[src/rtl/nand_rd_pkg.sv]
package nand_rd_pkg;

  localparam int BLK_W = 12;
  localparam int PG_W  = 6;
  localparam int COL_W = 12;
  localparam int SLOTS = 6;

  localparam logic [7:0] SPARE_RD_CMD = 8'h50;
  localparam logic [7:0] CONFIRM_CMD  = 8'h30;

  typedef enum logic [3:0] {
    S_IDLE, S_CE, S_WLO, S_WHI, S_GAP, S_SETTLE, S_POLL,
    S_RLO, S_RHI, S_RTURN, S_REL, S_DONE
  } seq_state_t;

endpackage

[src/rtl/nand_addr_gen.sv]
module nand_addr_gen
  import nand_rd_pkg::*;
#(
  parameter logic [7:0] READ_CMD = 8'h00
) (
  input  logic                        large_pg,
  input  logic [BLK_W-1:0]            block,
  input  logic [PG_W-1:0]             page,
  input  logic [COL_W-1:0]            col,
  output logic [SLOTS-1:0][7:0]       slot_byte
);
  localparam int SMALL_BYTES = 512;
  localparam int LARGE_BYTES = 2048;

  logic in_spare;

  always_comb begin
    in_spare = large_pg ? (int'(col) >= LARGE_BYTES) : (int'(col) >= SMALL_BYTES);
    slot_byte[0] = in_spare ? SPARE_RD_CMD : READ_CMD;
    if (large_pg) begin
      // packed: block at 22, page at 16, column at 0
      slot_byte[1] = col[7:0];
      slot_byte[2] = {4'h0, col[11:8]};
      slot_byte[3] = {block[1:0], page[5:0]};
      slot_byte[4] = block[9:2];
      slot_byte[5] = CONFIRM_CMD;
    end else begin
      // packed: block at 14, page at 9, column at 0; bit 8 never sent
      slot_byte[1] = col[7:0];
      slot_byte[2] = {block[2:0], page[4:0]};
      slot_byte[3] = block[10:3];
      slot_byte[4] = {7'h00, block[11]};
      slot_byte[5] = 8'h00;
    end
  end
endmodule

[src/rtl/nand_seq_timer.sv]
module nand_seq_timer #(
  parameter int TW = 8
) (
  input  logic          clk,
  input  logic          rst_n,
  input  logic          restart,
  output logic [TW-1:0] count
);
  logic [TW-1:0] count_d;
  logic          count_en;

  always_comb begin
    count_en = restart || (count != {TW{1'b1}});
    count_d  = restart ? '0 : count + 1'b1;
  end

  always_ff @(posedge clk or negedge rst_n) begin
    if (!rst_n)        count <= '0;
    else if (count_en) count <= count_d;
  end
endmodule

[src/rtl/nand_page_reader.sv]
module nand_page_reader
  import nand_rd_pkg::*;
#(
  parameter int         T_PH       = 4,
  parameter int         SETTLE     = 8,
  parameter int         TIMEOUT    = 100000,
  parameter int         NUM_BLOCKS = 1024,
  parameter int         CNT_W      = 12,
  parameter logic [7:0] READ_CMD   = 8'h00,
  parameter logic [7:0] RESET_CMD  = 8'hFF
) (
  input  logic             clk,
  input  logic             rst_n,
  input  logic             init_req,
  input  logic             rd_req,
  input  logic             rd_large,
  input  logic [BLK_W-1:0] rd_block,
  input  logic [PG_W-1:0]  rd_page,
  input  logic [COL_W-1:0] rd_col,
  input  logic [CNT_W-1:0] rd_count,
  output logic             busy,
  output logic             done,
  output logic             err_timeout,
  output logic             err_addr,
  output logic             out_valid,
  output logic [7:0]       out_data,
  output logic             nand_ce_n,
  output logic             nand_cle,
  output logic             nand_ale,
  output logic             nand_we_n,
  output logic             nand_re_n,
  output logic [7:0]       nand_dq_o,
  output logic             nand_dq_oe,
  input  logic [7:0]       nand_dq_i,
  input  logic             nand_rb
);
  localparam int TW        = $clog2(TIMEOUT + T_PH + SETTLE + 2);
  localparam int PG_SMALL  = 32;
  localparam int PG_LARGE  = 64;
  localparam int LAST_SM   = 4;
  localparam int LAST_LG   = 5;

  seq_state_t state_q, state_d;
  logic [2:0]       slot_q, slot_d;
  logic             init_q, large_q;
  logic [BLK_W-1:0] blk_q;
  logic [PG_W-1:0]  pg_q;
  logic [COL_W-1:0] col_q;
  logic [CNT_W-1:0] rem_q;
  logic             err_to_q, err_ad_q;
  logic             vld_q;
  logic [7:0]       dat_q;

  logic [TW-1:0]          tmr;
  logic [SLOTS-1:0][7:0]  slot_byte;
  logic                   ph_end, st_end, to_end;
  logic                   acc_init, acc_rd, req_ok;
  logic [2:0]             last_slot;
  logic                   slot_is_cmd;
  logic                   write_ph, txn_ce;

  nand_seq_timer #(.TW(TW)) u_tmr (
    .clk(clk), .rst_n(rst_n), .restart(state_d != state_q), .count(tmr)
  );

  nand_addr_gen #(.READ_CMD(READ_CMD)) u_addr (
    .large_pg(large_q), .block(blk_q), .page(pg_q), .col(col_q),
    .slot_byte(slot_byte)
  );

  always_comb begin
    ph_end    = (tmr == TW'(T_PH - 1));
    st_end    = (tmr == TW'(SETTLE - 1));
    to_end    = (tmr == TW'(TIMEOUT - 1));
    acc_init  = (state_q == S_IDLE) && init_req;
    acc_rd    = (state_q == S_IDLE) && !init_req && rd_req;
    req_ok    = (int'(rd_block) < NUM_BLOCKS) &&
                (int'(rd_page) < (rd_large ? PG_LARGE : PG_SMALL));
    last_slot = init_q ? 3'd0 : (large_q ? 3'(LAST_LG) : 3'(LAST_SM));
  end

  // next-state process
  always_comb begin
    state_d = state_q;
    slot_d  = slot_q;
    unique case (state_q)
      S_IDLE:   if (acc_init || (acc_rd && req_ok)) state_d = S_CE;
                else if (acc_rd) state_d = S_DONE;
      S_CE:     if (ph_end) begin state_d = S_WLO; slot_d = '0; end
      S_WLO:    if (ph_end) state_d = S_WHI;
      S_WHI:    if (ph_end) state_d = S_GAP;
      S_GAP:    if (ph_end) begin
                  if (slot_q == last_slot) state_d = S_SETTLE;
                  else begin state_d = S_WLO; slot_d = slot_q + 3'd1; end
                end
      S_SETTLE: if (st_end) state_d = S_POLL;
      S_POLL:   if (nand_rb) begin
                  if (init_q)           state_d = S_DONE;
                  else if (rem_q == '0) state_d = S_REL;
                  else                  state_d = S_RLO;
                end else if (to_end) begin
                  state_d = init_q ? S_DONE : S_REL;
                end
      S_RLO:    if (ph_end) state_d = S_RHI;
      S_RHI:    if (ph_end) state_d = S_RTURN;
      S_RTURN:  if (ph_end) state_d = (rem_q == CNT_W'(1)) ? S_REL : S_RLO;
      S_REL:    if (ph_end) state_d = S_DONE;
      S_DONE:   state_d = S_IDLE;
      default:  state_d = S_IDLE;
    endcase
  end

  // register process
  always_ff @(posedge clk or negedge rst_n) begin
    if (!rst_n) begin
      state_q  <= S_IDLE;
      slot_q   <= '0;
      init_q   <= 1'b0;
      large_q  <= 1'b0;
      blk_q    <= '0;
      pg_q     <= '0;
      col_q    <= '0;
      rem_q    <= '0;
      err_to_q <= 1'b0;
      err_ad_q <= 1'b0;
      vld_q    <= 1'b0;
      dat_q    <= '0;
    end else begin
      state_q <= state_d;
      slot_q  <= slot_d;
      vld_q   <= (state_q == S_RLO) && ph_end;
      if ((state_q == S_RLO) && ph_end) dat_q <= nand_dq_i;
      if (acc_init || acc_rd) begin
        init_q   <= acc_init;
        err_to_q <= 1'b0;
        err_ad_q <= acc_rd && !req_ok;
      end
      if (acc_rd) begin
        large_q <= rd_large;
        blk_q   <= rd_block;
        pg_q    <= rd_page;
        col_q   <= rd_col;
        rem_q   <= rd_count;
      end
      if ((state_q == S_RTURN) && ph_end) rem_q <= rem_q - CNT_W'(1);
      if ((state_q == S_POLL) && !nand_rb && to_end) err_to_q <= 1'b1;
    end
  end

  // output decode
  always_comb begin
    write_ph    = (state_q == S_WLO) || (state_q == S_WHI);
    slot_is_cmd = (slot_q == 3'd0) || (slot_q == 3'(LAST_LG));
    txn_ce      = (state_q == S_SETTLE) || (state_q == S_POLL) ||
                  (state_q == S_RLO) || (state_q == S_RHI) || (state_q == S_RTURN);
    nand_ce_n   = !((state_q == S_CE) || write_ph || (state_q == S_GAP) ||
                    (!init_q && txn_ce));
    nand_cle    = write_ph && slot_is_cmd;
    nand_ale    = write_ph && !slot_is_cmd;
    nand_we_n   = (state_q != S_WLO);
    nand_re_n   = (state_q != S_RLO);
    nand_dq_oe  = !((state_q == S_RLO) || (state_q == S_RHI));
    if (write_ph || (state_q == S_GAP))
      nand_dq_o = init_q ? RESET_CMD : slot_byte[slot_q];
    else
      nand_dq_o = 8'h00;
    busy        = (state_q != S_IDLE);
    done        = (state_q == S_DONE);
    err_timeout = err_to_q;
    err_addr    = err_ad_q;
    out_valid   = vld_q;
    out_data    = dat_q;
  end
endmodule

[config.mk]
export PLATFORM = sky130hd
export DESIGN_NAME = nand_page_reader
export DESIGN_NICKNAME = d
export VERILOG_FILES = /design/src/rtl/nand_rd_pkg.sv /design/src/rtl/nand_addr_gen.sv /design/src/rtl/nand_seq_timer.sv /design/src/rtl/nand_page_reader.sv
export SDC_FILE = /design/constraint.sdc
export NUM_CORES = 1
export LEC_CHECK = 0
export BUFFER_PORTS_ARGS = -buffer_cell sky130_fd_sc_hd__clkbuf_2
export CORE_MARGIN = 5
export CORE_UTILIZATION = 45
export CTS_CLUSTER_SIZE = 16
export DETAILED_ROUTE_END_ITERATION = 12
export PLACE_DENSITY = 0.65
export SLEW_MARGIN = 20
export SYNTH_ARGS = -nofsm -noshare
export SYNTH_HDL_FRONTEND = slang
export SYNTH_SLANG_ARGS = --single-unit
[constraint.sdc]
create_clock -name clk -period 3.4 [get_ports clk]
set_input_delay 0.17 -clock clk [delete_from_list [all_inputs] [get_ports clk]]
set_output_delay 0.17 -clock clk [all_outputs]
set_load 0.01 [all_outputs]
==> results of run 1 <==
[area by class of cell]
type / instances / share of cell area
Timing Repair Buffer: 122 / 0.141
Inverter: 9 / 0.00602
Clock inverter: 7 / 0.0129
Tap cell: 133 / 0.0297
Clock buffer: 9 / 0.0221
Multi-Input combinational cell: 431 / 0.436
Sequential cell: 79 / 0.353
[sequential cells by signal, summed over array words and instances (netlist names)]
signal,count
state_q,4
out_data,8
u_tmr.count,17
rem_q,12
slot_q,3
err_addr,1
init_q,1
col_q,12
blk_q,12
pg_q,6
out_valid,1
err_timeout,1
large_q,1
[what timing repair did]
item,4_1_cts,5_1_grt
hold endpoints to repair,44,0
endpoints found under the setup margin,0,0
hold buffers,30,0
[layer usage]
layer,track usage,part of all wire
met2,0.335,0.50
met3,0.0480,0.044
met4,0.0846,0.027
met1,0.256,0.43
met5,0,0
[how the worst max path moves through the flow]
stage	start	to	cells past startpoint
floorplan	slot_q[0]	u_tmr.count[0]	10
global placement	state_q[1]	u_tmr.count[4]	8
detailed placement	state_q[1]	u_tmr.count[6]	8
CTS	state_q[1]	u_tmr.count[6]	8
global route	state_q[1]	u_tmr.count[6]	8
finish	state_q[1]	u_tmr.count[6]	8
[worst max-delay path, cell delays in order, from the launching register on]
cell and delay, ns:
dfrtp_1 0.56, nor4_1 0.64, inv_1 0.25, a2111oi_2 0.44, a21oi_1 0.10, o2111ai_1 0.16, o21ai_0 0.11, a211o_1 0.51
nor2_1 0.20
[power groups by stage]
stage / clock network [uW] / logic [uW] / registers, uW
after global routing: 773 / 1890 / 1650
final: 703 / 1680 / 1590
after detailed placement: 0 / 1650 / 1600
after floorplan: 0 / 1320 / 1470
after CTS: 733 / 1690 / 1590
after global placement: 0 / 1610 / 1590
[cells in the mapped netlist, types with 4 or more instances]
library cell	n
dfrtp_1	79
o211ai_1	6
nor2b_1	6
inv_1	9
o21ai_0	15
and3_1	4
a211o_1	5
nor3_1	18
mux2_2	10
nor2_1	65
nand4_1	6
xnor2_1	7
clkbuf_1	22
nor4_1	7
nand2b_1	12
nand2_1	136
xor2_1	9
a221oi_1	5
ha_1	8
a21oi_1	20
nand3_1	24
mux2i_1	16
[stage by stage]
step                total power [uW]  worst slack, ns
floorplan                       2790            0.866
CTS                             4010            0.329
global route                    4310           0.0746
global placement                3200            0.638
detailed placement              3250            0.345
finish                          3970            0.345
[logic make-up after synthesis]
| logic type | Yosys count | synth area share |
|---|---|---|
| flip-flops | 79 | 0.432 |
| AND/OR/NAND/NOR | 305 | 0.306 |
| XOR/XNOR | 16 | 0.0306 |
| AO/OA/AOI/OAI | 76 | 0.114 |
| adder cells (fa/ha/maj) | 8 | 0.0219 |
| buffers and inverters | 37 | 0.0353 |
| multiplexers | 26 | 0.0596 |
==> flow_summary.toml, run 1 <==
[status]
outcome = "finished clean"

[timing]
setup_violations = 0
fin_crit_ns = 3.06
slew_viol_final = 0
fin_crit_sh = 0.899
worst_slew_pin_slew_ns = 0.739
finalHoldViolations = 0
tns_ns = 0
rsz0062_at_grt = "no"
whs_ns = 0.0224
skew_ns = 0.0128
max_slew_margin = 0.507
clock.fmax_mhz = 327

[die]
ioPinCount = 83
design.core.area_mm2 = 0.00986
dieArea_mm2 = 0.0123
start_util = 0.464
die_h_um = 111
die_w_um = 111
num_rows = 36

[drt]
dr.pass1.iters = 4
finalWirelength_mm = 12.0
drt_iter0_drc = 262
ant_nets = 0
avgRoutedWirePerCell_um = 15.1
viasPerCell = 5.28
drc_errors = 0
num_vias = 4168

[yosys]
syn_nets = 611
yosys.area.top_type = "dfrtp_1"
yosysTopAreaCellShare = 0.432
synthCells = 547
synth_edf_count = 0
yosys_register_bits = 79
synth_ff_type = "dfrtp_1"
synth_seq_area_share = 0.432
avgSynthCellArea_um2 = 8.36
synth_cell_types = 59
netlist_area_mm2 = 0.00458
synth-async-reset-ratio = 1.00
synth_area_leaders = "dfrtp_1 43%, nand2_1 11%, nor2_1 5.3%"
yosysWarningCount = 0

[placed_design]
dp_hpwl_mm = 8.54
portBuffers = 82
placed_cells = 744
dpl_cell_area_mm2 = 0.00511
gp_congestion = 0.907

[power_and_ir_drop]
p_leak_uw = 0.00265
switching_power_uw = 1660
ir_drop_uv = 339
combinationalPowerShare = 0.422
p_sw_frac = 0.418
power_frac_clock = 0.177
powerDensity_mw_per_mm2 = 708
seqPwrFrac = 0.401
p_int_uw = 2310

[critical_path]
r2r-start = "state_q[1]"
worst-setup-path-type = "flip-flop to flip-flop"
worst_setup_path_start_kind = "flip-flop"
r2r_end = "u_tmr.count[6]"
critical_path_required_ns = 3.69
crit_path_end_kind = "flip-flop"
r2r_setup_slack_ns = 0.34
crit_fanout = 17
ff2ff_path_depth = 8
arrival_ns = 3.35

[layout]
num_antenna_cells = 0
syn2layout_area_growth_pct = 22.6
final-instance-count-excl-fill = 790
final_cell_mix = "136 x nand2_1, 81 x clkbuf_2, 79 x dfrtp_1"
seq_area_mm2 = 0.00198
post_route_cells_drive_above_1_share = 0.199
multiInputGateArea_mm2 = 0.00244
final_area_mm2 = 0.00561
fill_cells = 919
layout.cells.most_common = "nand2_1"
nets = 716
final_util = 0.568

[worst_hold_path]
hold_depth = 2
min_to = "out_data[7]"
min_path_type = "input pin to flip-flop"
holdCritStartpoint = "nand_dq_i[7]"

[clock_tree]
clkLatencyLatePin_ns = 0.37
postCtsSetupBuffers = 0
clockBufferDepth = 2
clk_pin_slew_ns = 0.09
cts-root-buf = "clkbuf_8"
cts-buffers-inserted = 9
cts_resized = 0
h-tree-depth = 3
cts_tree = "built"
cts_num_sinks = 79

[global_routing]
grt-ovfl-total = 0
grt_pass1_wl_mm = 20.6
grt_max_degree = 80
antenna_found_initial = 0
grt_pass1_vias = 4220
grtUsageTotal = 0.203

[flow_run]
drv_cap = 0
No activity file was read; power rests on OpenSTA's default activity.
==> inputs of run 2 (changes only) <==
- CTS_CLUSTER_DIAMETER: unset -> 30
- PLACE_DENSITY: 0.65 -> 0.67
- SLEW_MARGIN: 20 -> 30
==> flow_summary.toml, run 2 (synthesis results as in run 1) <==
[drt]
avgRoutedWirePerCell_um = 15.4
ant_nets = 0
drc_errors = 0
dr.pass1.iters = 5
num_vias = 4165
drt_iter0_drc = 226
viasPerCell = 5.42
finalWirelength_mm = 11.9

[timing]
finalHoldViolations = 0
slew_viol_final = 0
fin_crit_ns = 2.95
whs_ns = 0.0116
skew_ns = 0.0101
tns_ns = 0
worst_slew_pin_slew_ns = 0.749
clock.fmax_mhz = 339
layout_setup_ws_ns = 0.450
setup_violations = 0
max_slew_margin = 0.496
rsz0062_at_grt = "no"
fin_crit_sh = 0.868

[global_routing]
grt_max_degree = 80
grt_pass1_wl_mm = 19.9
grtUsageTotal = 0.193
grt-ovfl-total = 0
grt_pass1_vias = 4107
antenna_found_initial = 0

[die]
dieArea_mm2 = 0.0123
die_w_um = 111
design.core.area_mm2 = 0.00986
die_h_um = 111
num_rows = 36
start_util = 0.464
ioPinCount = 83

[layout]
final_cell_mix = "136 x nand2_1, 81 x clkbuf_2, 79 x dfrtp_1"
final_area_mm2 = 0.00545
syn2layout_area_growth_pct = 19.2
nets = 695
multiInputGateArea_mm2 = 0.00244
seq_area_mm2 = 0.00198
largest_register_ffs = 17
layout.cells.most_common = "nand2_1"
post_route_cells_drive_above_1_share = 0.201
final_util = 0.553
regMostFlops = "u_tmr.count"
fill_cells = 955
num_antenna_cells = 0

[critical_path]
cp.buffers_inverters = 1
worst_setup_path_start_kind = "flip-flop"
crit_family = "compound AO/OA/AOI/OAI gates"
arrival_ns = 3.23
cp_slowest_cell = "nor4_1"
crit_path_end_kind = "flip-flop"
worst-setup-path-type = "flip-flop to flip-flop"
r2r-start = "state_q[0]"
critPathLaunch = "state_q[0]"
crit_path_cell_trace = "nor4_1 > inv_1 > a2111oi_2 > a21oi_1 > o2111ai_1 > o21ai_0 > a211o_1 > nor2_1"
crit_fanout = 17
critPathMaxStageDelay_ns = 0.62
critical_path_required_ns = 3.68

[clock_tree]
clk_pin_slew_ns = 0.08
cts-root-buf = "clkbuf_8"
cts_tree = "built"
h-tree-depth = 3
cts_num_sinks = 79
cts_resized = 0
clockBufferDepth = 2
cts-buffers-inserted = 9
clkLatencyLatePin_ns = 0.35

[placed_design]
dpl_cell_area_mm2 = 0.00510
dp_hpwl_mm = 8.49
portBuffers = 82
dpl_worst_slack_ns = 0.504
gp_congestion = 0.870

[power_and_ir_drop]
p_leak_uw = 0.00258
ir_drop_uv = 307
powerDensity_mw_per_mm2 = 752

[status]
outcome = "finished clean"

[flow_run]
drv_cap = 0

[worst_hold_path]
holdCritStartpoint = "rd_block[8]"
min_path_type = "input pin to flip-flop"
run 2: layout make-up:
| class | instances | share of cell area |
|---|---|---|
| Sequential cell | 79 | 0.363 |
| Tap cell | 133 | 0.0305 |
| Multi-Input combinational cell | 431 | 0.448 |
| Inverter | 9 | 0.00620 |
| Clock buffer | 11 | 0.0259 |
| Timing Repair Buffer | 101 | 0.108 |
| Clock inverter | 5 | 0.0193 |
run 2: per-layer routing:
metal,track usage,part of all wire,wire (um)
met1,0.238,0.43,5080
met2,0.336,0.51,6090
met3,0.0409,0.041,487
met4,0.0657,0.017,197
met5,0,0,0
run 2: final timing paths:
check / to / slack, ns / cells after the start
setup / recovery: u_tmr.count[13] / 0.45 / 8
min in group asynchronous: pg_q[5] / 0.41 / 2
max in group asynchronous: blk_q[4] / 2.47 / 2
setup reg to reg: u_tmr.count[13] / 0.45 / 8
hold reg to reg: col_q[8] / 0.48 / 2
hold / removal: blk_q[8] / 0.01 / 3
run 2: worst reg2reg max path, delay by kind of cell, from the launching register on:
kind	cells	cell delay, ns
buffers and inverters	1	0.22
AO/OA/AOI/OAI	5	1.27
flip-flops	1	0.57
AND/OR/NAND/NOR	2	0.81
run 2: metrics by stage:
stage                     total power, uW  cells
final                                4100    769
after CTS                            4130    769
after detailed placement             3240    742
after global routing                 4410    769
after floorplan                      2790    547
after global placement               3190    742
run 2: repair_timing:
action                    in CTS  in global routing
hold endpoints to repair      89                  0
buffers inserted               0                  0
hold buffers                  11                  0
run 2: power by group:
part	internal, uW	total (uW)	switching (uW)	leakage (uW)
combinational	695	1650	951	0.00144
sequential	1250	1590	337	0.00102
clock	508	861	353	0.000116
